--- config.mk ---
export PLATFORM = sky130hd
export DESIGN_NAME = magic_wake_detector
export DESIGN_NICKNAME = d
export VERILOG_FILES = /design/src/rtl/mpd_pkg.sv /design/src/rtl/mpd_byte_matcher.sv /design/src/rtl/mpd_wake_commit.sv /design/src/rtl/magic_wake_detector.sv
export SDC_FILE = /design/constraint.sdc
export NUM_CORES = 1
export LEC_CHECK = 0
export BUFFER_PORTS_ARGS = -buffer_cell sky130_fd_sc_hd__buf_4
export CAP_MARGIN = 0
export CELL_PAD_IN_SITES_DETAIL_PLACEMENT = 1
export CELL_PAD_IN_SITES_GLOBAL_PLACEMENT = 1
export CORE_UTILIZATION = 39
export CTS_BUF_LIST = sky130_fd_sc_hd__clkbuf_2
export DETAILED_ROUTE_END_ITERATION = 10
export HOLD_SLACK_MARGIN = 0.08
export PLACE_DENSITY_LB_ADDON = 0.1
export SYNTH_ARGS = -nofsm -noshare
export SYNTH_HDL_FRONTEND = slang
export SYNTH_SLANG_ARGS = --single-unit
--- constraint.sdc ---
create_clock -name clk -period 4.5 [get_ports clk]
set_input_delay 0.9 -clock clk [delete_from_list [all_inputs] [get_ports clk]]
set_output_delay 0.9 -clock clk [all_outputs]
set_load 0.01 [all_outputs]
--- src/rtl/mpd_pkg.sv ---
package mpd_pkg;
  localparam int BYTE_W = 8;
  typedef enum logic [1:0] {
    S_HUNT  = 2'd0,
    S_ARMED = 2'd1,
    S_ADDR  = 2'd2
  } match_st_t;
endpackage

--- src/rtl/mpd_byte_matcher.sv ---
module mpd_byte_matcher
  import mpd_pkg::*;
#(
  parameter int SYNC_LEN   = 6,
  parameter int REPEATS    = 16,
  parameter int ADDR_BYTES = 6
) (
  input  logic                         clk,
  input  logic                         rst,
  input  logic                         beat,
  input  logic                         sof,
  input  logic [BYTE_W-1:0]            data,
  input  logic [ADDR_BYTES*BYTE_W-1:0] node_addr,
  output logic                         match_now
);
  localparam int FFW = $clog2(SYNC_LEN + 1);
  localparam int IW  = (ADDR_BYTES > 1) ? $clog2(ADDR_BYTES) : 1;
  localparam int RW  = (REPEATS > 1) ? $clog2(REPEATS) : 1;
  localparam logic [FFW-1:0] FF_FULL  = FFW'(SYNC_LEN);
  localparam logic [IW-1:0]  IDX_LAST = IW'(ADDR_BYTES - 1);
  localparam logic [RW-1:0]  REP_LAST = RW'(REPEATS - 1);

  logic [BYTE_W-1:0] addr_b [ADDR_BYTES];
  for (genvar g = 0; g < ADDR_BYTES; g++) begin : g_addr
    assign addr_b[g] = node_addr[(ADDR_BYTES-1-g)*BYTE_W +: BYTE_W];
  end

  match_st_t      st_q, st_b, st_d;
  logic [FFW-1:0] ff_q, ff_b, ff_d;
  logic [IW-1:0]  idx_q, idx_b, idx_d;
  logic [RW-1:0]  rep_q, rep_b, rep_d;
  logic           found_q, found_b, found_d, hit;
  logic           is_ff;

  assign is_ff = (data == '1);

  always_comb begin
    // start-of-frame: process this byte from a clean state
    st_b    = sof ? S_HUNT : st_q;
    ff_b    = sof ? '0 : ff_q;
    idx_b   = sof ? '0 : idx_q;
    rep_b   = sof ? '0 : rep_q;
    found_b = sof ? 1'b0 : found_q;
    st_d = st_b; ff_d = ff_b; idx_d = idx_b; rep_d = rep_b;
    hit  = 1'b0;
    unique case (st_b)
      S_HUNT: begin
        if (is_ff) begin
          ff_d = ff_b + 1'b1;
          if (ff_b == FF_FULL - 1'b1) st_d = S_ARMED;
        end else begin
          ff_d = '0;
        end
      end
      S_ARMED: begin
        // all-ones and filler bytes both keep the sync
        if (data == addr_b[0]) begin
          st_d  = S_ADDR;
          idx_d = IW'(1);
          rep_d = '0;
        end
      end
      S_ADDR: begin
        if (data == addr_b[idx_b]) begin
          if (idx_b == IDX_LAST) begin
            idx_d = '0;
            if (rep_b == REP_LAST) begin
              hit   = 1'b1;
              st_d  = S_HUNT;
              ff_d  = '0;
              rep_d = '0;
            end else begin
              rep_d = rep_b + 1'b1;
            end
          end else begin
            idx_d = idx_b + 1'b1;
          end
        end else begin
          // broken copy: re-examine this byte as a new sync start
          st_d  = S_HUNT;
          idx_d = '0;
          rep_d = '0;
          ff_d  = is_ff ? FFW'(1) : '0;
        end
      end
      default: st_d = S_HUNT;
    endcase
    found_d = found_b | hit;
  end

  assign match_now = beat & found_d;

  always_ff @(posedge clk) begin
    if (rst) begin
      st_q <= S_HUNT; ff_q <= '0; idx_q <= '0; rep_q <= '0; found_q <= 1'b0;
    end else if (beat) begin
      st_q <= st_d; ff_q <= ff_d; idx_q <= idx_d; rep_q <= rep_d; found_q <= found_d;
    end
  end

  p_ff_bounded_r4: assert property (@(posedge clk) disable iff (rst)
    ff_q <= FF_FULL);
  p_sof_clears_r9: assert property (@(posedge clk) disable iff (rst)
    (beat && sof && data != '1) |=> (st_q == S_HUNT && ff_q == '0 && !found_q));
  p_idle_holds_r11: assert property (@(posedge clk) disable iff (rst)
    !beat |=> ($stable(st_q) && $stable(found_q) && $stable(ff_q)));
  p_found_sticky_r9: assert property (@(posedge clk) disable iff (rst)
    (found_q && !(beat && sof)) |=> found_q);
endmodule

--- src/rtl/mpd_wake_commit.sv ---
module mpd_wake_commit (
  input  logic clk,
  input  logic rst,
  input  logic eof_beat,
  input  logic matched,
  input  logic crc_ok,
  input  logic addr_ok,
  input  logic magic_en,
  input  logic pme_en,
  input  logic status_w1c,
  output logic pme_status,
  output logic pme_req
);
  logic wake, status_d;

  assign wake     = eof_beat & matched & crc_ok & addr_ok & magic_en & pme_en;
  assign status_d = wake ? 1'b1 : (status_w1c ? 1'b0 : pme_status);

  always_ff @(posedge clk) begin
    if (rst) begin
      pme_status <= 1'b0;
      pme_req    <= 1'b0;
    end else begin
      pme_status <= status_d;
      pme_req    <= status_d & pme_en;
    end
  end

  p_crc_blocks_r5: assert property (@(posedge clk) disable iff (rst)
    (eof_beat && !crc_ok && !pme_status && !status_w1c) |=> !pme_status);
  p_addr_blocks_r6: assert property (@(posedge clk) disable iff (rst)
    (eof_beat && !addr_ok && !pme_status) |=> !pme_status);
  p_req_needs_status_r7: assert property (@(posedge clk) disable iff (rst)
    pme_req |-> pme_status);
  p_clear_r10: assert property (@(posedge clk) disable iff (rst)
    (status_w1c && !eof_beat) |=> (!pme_status && !pme_req));
  p_sticky_r10: assert property (@(posedge clk) disable iff (rst)
    (pme_status && !status_w1c) |=> pme_status);
endmodule

--- src/rtl/magic_wake_detector.sv ---
module magic_wake_detector
  import mpd_pkg::*;
#(
  parameter int SYNC_LEN   = 6,
  parameter int REPEATS    = 16,
  parameter int ADDR_BYTES = 6
) (
  input  logic                         clk,
  input  logic                         rst,
  input  logic                         rx_valid,
  input  logic                         rx_sof,
  input  logic                         rx_eof,
  input  logic [BYTE_W-1:0]            rx_data,
  input  logic                         rx_crc_ok,
  input  logic                         rx_addr_ok,
  input  logic [ADDR_BYTES*BYTE_W-1:0] node_addr,
  input  logic                         magic_en,
  input  logic                         pme_en,
  input  logic                         pme_status_w1c,
  output logic                         pme_status,
  output logic                         pme_req
);
  logic match_now;

  mpd_byte_matcher #(
    .SYNC_LEN(SYNC_LEN), .REPEATS(REPEATS), .ADDR_BYTES(ADDR_BYTES)
  ) u_match (
    .clk(clk), .rst(rst), .beat(rx_valid), .sof(rx_sof), .data(rx_data),
    .node_addr(node_addr), .match_now(match_now)
  );

  mpd_wake_commit u_commit (
    .clk(clk), .rst(rst), .eof_beat(rx_valid & rx_eof), .matched(match_now),
    .crc_ok(rx_crc_ok), .addr_ok(rx_addr_ok), .magic_en(magic_en),
    .pme_en(pme_en), .status_w1c(pme_status_w1c),
    .pme_status(pme_status), .pme_req(pme_req)
  );
endmodule

==> metrics.txt, run 1 <==
# TYPE chip_impl_metric gauge
chip_impl_metric{name="cts_resized",unit=""} 0
chip_impl_metric{name="power.share.clock",unit=""} 0.218
chip_impl_metric{name="grt_antenna_before_repair",unit=""} 0
chip_impl_metric{name="syn_area",unit="sq mm"} 0.00195
chip_impl_info{name="synth_common_cells",value="32 x nor2_1, 23 x nand2_1, 15 x dfxtp_1"} 1
chip_impl_metric{name="remaining_drcs",unit=""} 0
chip_impl_metric{name="synthesis.instances",unit=""} 272
chip_impl_metric{name="global_route.overflow_total",unit=""} 0
chip_impl_info{name="tritoncts",value="yes"} 1
chip_impl_info{name="status",value="completed"} 1
chip_impl_metric{name="insertion_delay",unit="ps"} 300
chip_impl_info{name="ctsRootBufferMaster",value="clkbuf_2"} 1
chip_impl_metric{name="cts_sinks",unit=""} 15
chip_impl_metric{name="switching_power",unit="mW"} 0.105
chip_impl_metric{name="dieArea",unit="sq mm"} 0.00529
chip_impl_metric{name="worst-endpoint-required",unit="ps"} 4730
chip_impl_metric{name="first_global_vias",unit=""} 2053
chip_impl_metric{name="synth-seq-area-share",unit=""} 0.154
chip_impl_metric{name="ioPinCount",unit=""} 68
chip_impl_info{name="setup.worst_path.class",value="in2reg"} 1
chip_impl_metric{name="leakage",unit="nW"} 1.10
chip_impl_metric{name="layout_net_count",unit=""} 400
chip_impl_metric{name="dpl.hpwl",unit="microns"} 4750
chip_impl_info{name="hold_path_startpoint",value="u_match.found_q$_SDFFE_PP0P_"} 1
chip_impl_metric{name="worst-path-max-fanout",unit=""} 33
chip_impl_metric{name="p_seq_frac",unit=""} 0.416
chip_impl_metric{name="distinct_cells_synth",unit=""} 51
chip_impl_metric{name="finalWeightedCongestion",unit=""} 0.814
chip_impl_metric{name="number_of_cells_on_the_worst_hold_path",unit=""} 2
chip_impl_info{name="capturing_element_type_of_the_critical_path",value="register"} 1
chip_impl_metric{name="row_count",unit=""} 25
chip_impl_metric{name="grtUsageTotal",unit=""} 0.232
chip_impl_metric{name="routedWlPerCell",unit="microns"} 15.5
chip_impl_info{name="rsz0062_at_grt",value="false"} 1
chip_impl_metric{name="clock.fmax",unit="MHz"} 296
chip_impl_info{name="synth_top_cell_by_area",value="dfxtp_1"} 1
chip_impl_metric{name="wire_length_of_the_first_global_routing_pass",unit="microns"} 9820
chip_impl_metric{name="setup_violations",unit=""} 0
chip_impl_metric{name="finalMaxSlewViolations",unit=""} 0
chip_impl_metric{name="timing.clock.skew",unit="ps"} 13.5
chip_impl_metric{name="antenna_diode_instance_count",unit=""} 0
chip_impl_info{name="main_area_contributors_after_synthesis",value="dfxtp_1 15%, mux2i_1 6.2%, nor2_1 6.2%, ha_1 4.5%, nand2_1 4.4%"} 1
chip_impl_metric{name="hold_viol_final",unit=""} 0
chip_impl_metric{name="synth_edf_count",unit=""} 0
chip_impl_metric{name="tns",unit="ps"} 0
chip_impl_metric{name="effective_utilization_at_floorplan",unit=""} 0.410
chip_impl_info{name="worst_setup_path_startpoint",value="rx_sof"} 1
chip_impl_metric{name="cts_hold_buf",unit=""} 0
chip_impl_metric{name="synth.avg_cell_area",unit="sq um"} 7.17
chip_impl_metric{name="die_width",unit="microns"} 72.7
chip_impl_metric{name="max-vdd-ir-drop",unit="mV"} 0.114
chip_impl_metric{name="numCtsBuffers",unit=""} 3
chip_impl_info{name="worst_r2r_startpoint",value="u_match.idx_q[1]$_SDFFE_PP0P_"} 1
chip_impl_info{name="synth_flop_cell",value="dfxtp_1"} 1
chip_impl_metric{name="combinational_power_share",unit=""} 0.367
chip_impl_metric{name="period_minus_slack",unit="ps"} 3370
chip_impl_metric{name="via_per_inst",unit=""} 5.67
chip_impl_metric{name="slew_headroom",unit=""} 0.429
chip_impl_metric{name="drt-initial-drc-count",unit=""} 109
chip_impl_metric{name="timing_worst_slew_pin_value",unit="ps"} 855
chip_impl_metric{name="wp_data_arrival",unit="ps"} 3610
chip_impl_metric{name="h_tree_lvls",unit=""} 1
chip_impl_metric{name="yosys_warnings",unit=""} 0
chip_impl_metric{name="finalCritPeriodShare",unit=""} 0.750
chip_impl_metric{name="clk_transition_reported_paths",unit="ps"} 170
chip_impl_metric{name="synth_largest_type_area_fraction",unit=""} 0.154
chip_impl_metric{name="placement.setup.worst_slack",unit="ps"} 794
chip_impl_metric{name="drt.antenna.violating_nets",unit=""} 0
chip_impl_metric{name="internal_power",unit="mW"} 0.226
chip_impl_metric{name="placement.io_buffers",unit=""} 67
chip_impl_metric{name="core_region_area",unit="sq mm"} 0.00475
chip_impl_metric{name="synth.ff_latch_count",unit=""} 15
chip_impl_metric{name="power_per_cell_area",unit="mW/mm^2"} 134
chip_impl_metric{name="post_cts_repair_timing_setup_buffer_count",unit=""} 0
chip_impl_metric{name="drt_pre_antenna_iters",unit=""} 4
chip_impl_metric{name="ctsLongestPathBuffers",unit=""} 2
chip_impl_metric{name="reg2regPathDepth",unit=""} 7
chip_impl_metric{name="synth.net_count",unit=""} 345
chip_impl_metric{name="wirelength",unit="microns"} 6090
chip_impl_metric{name="die_height",unit="microns"} 72.7
chip_impl_metric{name="route.vias.total",unit=""} 2230
chip_impl_metric{name="area_growth_syn_to_layout",unit="%"} 27.0
chip_impl_metric{name="layout_cells_sized_above_1",unit=""} 0.242
chip_impl_info{name="hp-class",value="reg2reg"} 1
chip_impl_info{name="synth_most_common_cell",value="nor2_1"} 1
chip_impl_metric{name="fin_ws",unit="ps"} 1130
chip_impl_metric{name="netSwitchingFraction",unit=""} 0.316
chip_impl_metric{name="grt_start_max_net_pins",unit=""} 34
chip_impl_metric{name="drv_cap",unit=""} 0
chip_impl_metric{name="async_reset_ff_frac",unit=""} 0
chip_impl_info{name="start_kind",value="primary input"} 1
-- critical path, cell delays in order --
cell      delay, ps
buf_4           220
or3b_1          610
o21a_1          260
mux2_2          250
a211oi_1        250
and4bb_1        640
a31oi_1         200
nor3b_1         250
-- cells by family (layout without fill, tap and decap cells) --
kind of cell             Yosys count  in the layout  synth area share
flip-flops                        15             15             0.154
XOR/XNOR                           8              8            0.0359
buffers and inverters             30             84            0.0687
AO/OA/AOI/OAI                     70             70             0.269
AND/OR/NAND/NOR                  124            124             0.331
adder cells (fa/ha/maj)            7              7            0.0449
multiplexers                      18             18            0.0963
-- power groups by stage --
stage / registers [mW] / logic (mW) / clock network [mW]
2_1_floorplan: 0.139 / 0.0608 / 0
3_3_place_gp: 0.140 / 0.120 / 0
3_5_place_dp: 0.140 / 0.122 / 0
4_1_cts: 0.137 / 0.122 / 0.0739
5_1_grt: 0.138 / 0.134 / 0.0799
6_report: 0.137 / 0.121 / 0.0720
-- placed cells by master (no fill, tap or decap), types with 5 or more instances in the layout --
| master | instances |
|---|---|
| a211oi_1 | 7 |
| a21oi_1 | 11 |
| a31oi_1 | 7 |
| buf_4 | 68 |
| dfxtp_1 | 15 |
| ha_1 | 7 |
| inv_1 | 12 |
| mux2i_1 | 12 |
| nand2_1 | 23 |
| nand2b_1 | 8 |
| nand3_1 | 5 |
| nand4_1 | 9 |
| nor2_1 | 32 |
| nor2b_1 | 11 |
| nor3_1 | 10 |
| nor3b_1 | 7 |
| xor2_1 | 8 |
-- metrics by stage --
stage                     cells  total power, mW  hold slack (ps)  cell area [sq um]  utilization
after detailed placement    389            0.262              445               2450        0.516
after CTS                   393            0.333              466               2470        0.521
after global routing        393            0.351              511               2470        0.521
after floorplan             272            0.199              432               1950            -
final                       393            0.330              467               2470        0.521
after global placement      389            0.260              441               2450        0.516
-- worst paths after layout --
check / to / slack, ps
worst max-delay path: u_commit.pme_req$_SDFF_PP0_ / 1130
worst min-delay path: u_match.found_q$_SDFFE_PP0P_ / 470
worst max register to register: u_commit.pme_req$_SDFF_PP0_ / 1230
worst min register to register: u_match.found_q$_SDFFE_PP0P_ / 470
-- state kept, by name, indices dropped and copies added (netlist names) --
signal,count
u_match.idx_q,3
u_match.rep_q,4
u_match.ff_q,3
u_commit.pme_req,1
u_commit.pme_status,1
u_match.found_q,1
u_match.st_q,2
-- final cells by class --
cell class	count	area, sq um
fill	637	2280
timing repair buffer	68	510
clock buffer	4	20.0
sequential	15	300
tap	67	83.8
inverter	12	45.0
multi-input combinational	227	1520
-- layer usage --
layer / global-route usage / up-vias / share of wire
met5: 0 / - / 0
met4: 0.0131 / 0 / 0.0013
met3: 0.0359 / 2 / 0.036
met2: 0.399 / 44 / 0.48
met1: 0.320 / 1076 / 0.48
li1: - / 1108 / -
(Power assumes the default switching activity.)
==> inputs of run 2 (changes only) <==
--- a/config.mk
+++ b/config.mk
@@ -5,11 +5,12 @@
 export SDC_FILE = /design/constraint.sdc
 export NUM_CORES = 1
 export LEC_CHECK = 0
+export ABC_AREA = 1
 export BUFFER_PORTS_ARGS = -buffer_cell sky130_fd_sc_hd__buf_4
 export CAP_MARGIN = 0
 export CELL_PAD_IN_SITES_DETAIL_PLACEMENT = 1
 export CELL_PAD_IN_SITES_GLOBAL_PLACEMENT = 1
-export CORE_UTILIZATION = 39
+export CORE_UTILIZATION = 32
 export CTS_BUF_LIST = sky130_fd_sc_hd__clkbuf_2
 export DETAILED_ROUTE_END_ITERATION = 10
 export HOLD_SLACK_MARGIN = 0.08
==> constraint.sdc (replaced) <==
create_clock -name clk -period 2.8 [get_ports clk]
set_input_delay 0.56 -clock clk [delete_from_list [all_inputs] [get_ports clk]]
set_output_delay 0.56 -clock clk [all_outputs]
set_load 0.01 [all_outputs]
==> run 2 against run 1 <==
  * Clock-buffer cell count did not move
  * Area after synthesis rose by 7.8%
  * Non-clock buffer count did not move
  * Power rose by 63%
  * Clock skew fell by 2.4 ps
  * Sequential cell count did not move
  * Combinational power rose by 75%
  * Wire length rose by 11%
  * Largest cell class unchanged
  * Critical path type unchanged
  * Critical path depth rose by 9
  * Sequential share of layout area fell by 0.67 points
  * Final area rose by 5.8%
  * Synthesized cell count rose by 35%
==> metrics.txt, run 2 <==
# TYPE chip_impl_metric gauge
chip_impl_info{name="status",value="completed"} 1
chip_impl_metric{name="wp_data_arrival",unit="ps"} 2430
chip_impl_metric{name="max-vdd-ir-drop",unit="mV"} 0.163
chip_impl_metric{name="num-fill-cells",unit=""} 914
chip_impl_metric{name="die_width",unit="microns"} 83.0
chip_impl_metric{name="timing.clock.skew",unit="ps"} 11.1
chip_impl_metric{name="critical_path.n_buffers_inverters",unit=""} 5
chip_impl_metric{name="layout_net_count",unit=""} 500
chip_impl_info{name="min_to",value="u_match.found_q$_SDFFE_PP0P_"} 1
chip_impl_metric{name="ctsLongestPathBuffers",unit=""} 2
chip_impl_metric{name="tns",unit="ps"} 0
chip_impl_metric{name="route.vias.total",unit=""} 2472
chip_impl_metric{name="global_route.overflow_total",unit=""} 0
chip_impl_info{name="synth_flop_cell",value="dfxtp_1"} 1
chip_impl_metric{name="distinct_cells_synth",unit=""} 42
chip_impl_metric{name="r2r_setup_slack",unit="ps"} 680
chip_impl_metric{name="period_minus_slack",unit="ps"} 2210
chip_impl_metric{name="area_growth_syn_to_layout",unit="%"} 24.7
chip_impl_info{name="tritoncts",value="yes"} 1
chip_impl_info{name="reg_to_reg_critical_path_endpoint",value="u_match.ff_q[2]$_SDFFE_PP0P_"} 1
chip_impl_metric{name="p_seq_frac",unit=""} 0.413
chip_impl_metric{name="detailed_route_wire_length_on_metal_1",unit="microns"} 3000
chip_impl_metric{name="timing_worst_slew_pin_value",unit="ps"} 476
chip_impl_metric{name="final-seq-area",unit="sq um"} 300
chip_impl_info{name="mostFrequentLayoutCell",value="nand2_1"} 1
chip_impl_metric{name="row_count",unit=""} 29
chip_impl_metric{name="largest_reg_flops",unit=""} 4
chip_impl_metric{name="switching_power",unit="mW"} 0.177
chip_impl_info{name="hold_path_startpoint",value="u_match.found_q$_SDFFE_PP0P_"} 1
chip_impl_info{name="top_layer",value="met4"} 1
chip_impl_metric{name="drv_cap",unit=""} 0
chip_impl_metric{name="via_per_inst",unit=""} 4.91
chip_impl_metric{name="layout_cells_sized_above_1",unit=""} 0.228
chip_impl_metric{name="drt_pre_antenna_iters",unit=""} 4
chip_impl_metric{name="netSwitchingFraction",unit=""} 0.330
chip_impl_metric{name="synth_edf_count",unit=""} 0
chip_impl_info{name="layout_common_cells",value="132 x nand2_1, 68 x buf_4, 52 x inv_1"} 1
chip_impl_metric{name="reg2regPathDepth",unit=""} 14
chip_impl_metric{name="slew_headroom",unit=""} 0.683
chip_impl_metric{name="first_global_vias",unit=""} 2519
chip_impl_metric{name="dieArea",unit="sq mm"} 0.00689
chip_impl_metric{name="number_of_cells_on_the_worst_hold_path",unit=""} 2
chip_impl_metric{name="synth_largest_type_area_fraction",unit=""} 0.236
chip_impl_metric{name="internal_power",unit="mW"} 0.360
chip_impl_metric{name="grt_start_max_net_pins",unit=""} 32
chip_impl_metric{name="ioPinCount",unit=""} 68
chip_impl_metric{name="finish.utilization",unit=""} 0.412
chip_impl_info{name="layout_top_registers",value="u_match.rep_q x4, u_match.ff_q x3, u_match.idx_q x3"} 1
chip_impl_metric{name="placement.io_buffers",unit=""} 67
chip_impl_info{name="rsz0062_at_grt",value="false"} 1
chip_impl_info{name="start_kind",value="primary input"} 1
chip_impl_metric{name="power_per_cell_area",unit="mW/mm^2"} 205
chip_impl_metric{name="power.share.clock",unit=""} 0.193
chip_impl_metric{name="insertion_delay",unit="ps"} 270
chip_impl_metric{name="numCtsBuffers",unit=""} 3
chip_impl_metric{name="drt.antenna.violating_nets",unit=""} 0
chip_impl_info{name="worst_path_max_delay_cell",value="nor2_1"} 1
chip_impl_metric{name="clk_transition_reported_paths",unit="ps"} 130
chip_impl_metric{name="finalMaxSlewViolations",unit=""} 0
chip_impl_metric{name="worst-endpoint-required",unit="ps"} 3020
chip_impl_info{name="crit_path_frequent_cell",value="nand2_1"} 1
chip_impl_metric{name="placement.setup.worst_slack",unit="ps"} 287
chip_impl_metric{name="cts_sinks",unit=""} 15
chip_impl_metric{name="placed_instances",unit=""} 499
chip_impl_metric{name="remaining_drcs",unit=""} 0
chip_impl_metric{name="finalCritPeriodShare",unit=""} 0.789
chip_impl_metric{name="combinational_power_share",unit=""} 0.394
chip_impl_info{name="main_area_contributors_after_synthesis",value="nand2_1 24%, dfxtp_1 14%, inv_1 9.3%, nand3_1 6.7%, a21oi_1 5.7%"} 1
chip_impl_info{name="capturing_element_type_of_the_critical_path",value="register"} 1
chip_impl_metric{name="synthesis.instances",unit=""} 366
chip_impl_metric{name="antenna_diode_instance_count",unit=""} 0
chip_impl_info{name="hp-class",value="reg2reg"} 1
chip_impl_metric{name="finalWeightedCongestion",unit=""} 0.817
chip_impl_metric{name="multiInputGateArea",unit="sq mm"} 0.00145
chip_impl_metric{name="drt-initial-drc-count",unit=""} 65
chip_impl_info{name="synth_common_cells",value="132 x nand2_1, 52 x inv_1, 28 x nand3_1"} 1
chip_impl_metric{name="worst-path-max-fanout",unit=""} 15
chip_impl_info{name="setup.worst_path.class",value="in2reg"} 1
chip_impl_info{name="regMostFlops",value="u_match.rep_q"} 1
chip_impl_info{name="ctsRootBufferMaster",value="clkbuf_2"} 1
chip_impl_metric{name="leakage",unit="nW"} 1.41
chip_impl_metric{name="fin_ws",unit="ps"} 590
chip_impl_metric{name="synth.ff_latch_count",unit=""} 15
chip_impl_metric{name="final_cell_count_no_fill",unit=""} 503
chip_impl_metric{name="synth-seq-area-share",unit=""} 0.143
chip_impl_metric{name="wl_met2",unit="microns"} 3420
chip_impl_metric{name="routedWlPerCell",unit="microns"} 13.5
chip_impl_metric{name="cts_resized",unit=""} 0
chip_impl_info{name="synth_most_common_cell",value="nand2_1"} 1
chip_impl_metric{name="syn_area",unit="sq mm"} 0.00210
chip_impl_metric{name="h_tree_lvls",unit=""} 1
chip_impl_metric{name="setup_violations",unit=""} 0
chip_impl_metric{name="cts_hold_buf",unit=""} 0
chip_impl_metric{name="async_reset_ff_frac",unit=""} 0
chip_impl_metric{name="clock.fmax",unit="MHz"} 453
chip_impl_metric{name="worst_path_largest_cell_delay",unit="ps"} 190
chip_impl_metric{name="core_region_area",unit="sq mm"} 0.00635
chip_impl_metric{name="yosys_warnings",unit=""} 0
chip_impl_metric{name="met3WireLength",unit="microns"} 237
chip_impl_info{name="worst_r2r_startpoint",value="u_match.idx_q[1]$_SDFFE_PP0P_"} 1
chip_impl_metric{name="effective_utilization_at_floorplan",unit=""} 0.331
chip_impl_metric{name="synth.avg_cell_area",unit="sq um"} 5.74
chip_impl_info{name="worstPathCellList",value="buf_4, inv_8, nand2_1, inv_1, ha_1, inv_1, nor2_1, nand2_1, nor2_1, inv_1, nor2_1, nand3_2, nand2_2, nand3_2, nand2_1, nand2_1, nor2_2"} 1
chip_impl_info{name="synth_top_cell_by_area",value="nand2_1"} 1
chip_impl_info{name="critical_path.top_delay_family",value="simple AND/OR/NAND/NOR gates"} 1
chip_impl_metric{name="hold_viol_final",unit=""} 0
chip_impl_metric{name="grt_antenna_before_repair",unit=""} 0
chip_impl_metric{name="grtUsageTotal",unit=""} 0.201
chip_impl_metric{name="wirelength",unit="microns"} 6790
chip_impl_metric{name="dpl.hpwl",unit="microns"} 5580
chip_impl_metric{name="die_height",unit="microns"} 83.0
chip_impl_metric{name="post_cts_repair_timing_setup_buffer_count",unit=""} 0
chip_impl_metric{name="synth.net_count",unit=""} 439
chip_impl_metric{name="wire_length_of_the_first_global_routing_pass",unit="microns"} 11600
## run 2: changes by cell type in the layout (fill, tap and decap cells not counted), sizes merged, moves of 7 or more
cell | before | now
a211oi | 7 | 0
a21oi | 11 | 26
inv | 12 | 56
mux2i | 12 | 0
nand2 | 23 | 136
nand2b | 8 | 0
nand3 | 5 | 30
nor2b | 11 | 0
nor3 | 10 | 2
nor3b | 7 | 0
o21ai | 4 | 27
## run 2: through the flow
stage               hold slack (ps)  total power, mW  instance area [sq um]
floorplan                       445            0.340                   2100
global placement                453            0.438                   2600
detailed placement              459            0.440                   2600
CTS                             479            0.548                   2620
global route                    489            0.582                   2620
finish                          477            0.537                   2620
## run 2: worst max path at each step
| stage | startpoint | to | cells past startpoint |
|---|---|---|---|
| detailed placement | rx_sof | u_commit.pme_req$_SDFF_PP0_ | 17 |
| global placement | rx_sof | u_commit.pme_req$_SDFF_PP0_ | 17 |
| floorplan | rx_sof | u_match.rep_q[3]$_SDFFE_PP0P_ | 13 |
| global route | rx_sof | u_commit.pme_req$_SDFF_PP0_ | 17 |
| CTS | rx_sof | u_commit.pme_req$_SDFF_PP0_ | 17 |
| finish | rx_sof | u_commit.pme_req$_SDFF_PP0_ | 17 |
## run 2: power groups by stage
| stage | sequential (mW) | combinational [mW] | clock [mW] |
|---|---|---|---|
| floorplan | 0.225 | 0.115 | 0 |
| detailed placement | 0.226 | 0.213 | 0 |
| CTS | 0.222 | 0.215 | 0.112 |
| global placement | 0.226 | 0.212 | 0 |
| finish | 0.222 | 0.212 | 0.104 |
| global route | 0.222 | 0.239 | 0.121 |
## run 2: final cells by class
class / instances / share of cell area
sequential: 15 / 0.115
timing repair buffer: 68 / 0.195
multi-input combinational: 281 / 0.553
clock buffer: 4 / 0.00764
tap: 77 / 0.0368
inverter: 58 / 0.0927
## run 2: worst register-to-register path, stage by stage, from the launching register on
cell     delay [ps]
dfxtp_1         430
inv_2            70
nor2_4          250
inv_4           150
o21ai_0         110
o21ai_1         100
nand2_1          80
nand2_1          50
nand2_1          90
nand2_2          80
nor2_4          170
nand4_2         150
inv_1           120
nand2_1          60
a21oi_1         120
## run 2: cells by family after synthesis
kind of cell / after synthesis / share of synthesized area
DFF: 15 / 0.143
buffers and inverters: 70 / 0.167
AOI/OAI and AO/OA: 61 / 0.164
and+or+nand+nor: 205 / 0.450
xor gates and xnor gates: 8 / 0.0334
adders and majority gates: 7 / 0.0417
## run 2: layer usage
metal,vias to the layer above,track usage
met5,-,0
met4,0,0.0580
met3,10,0.0159
met2,66,0.385
met1,1121,0.237
li1,1275,-
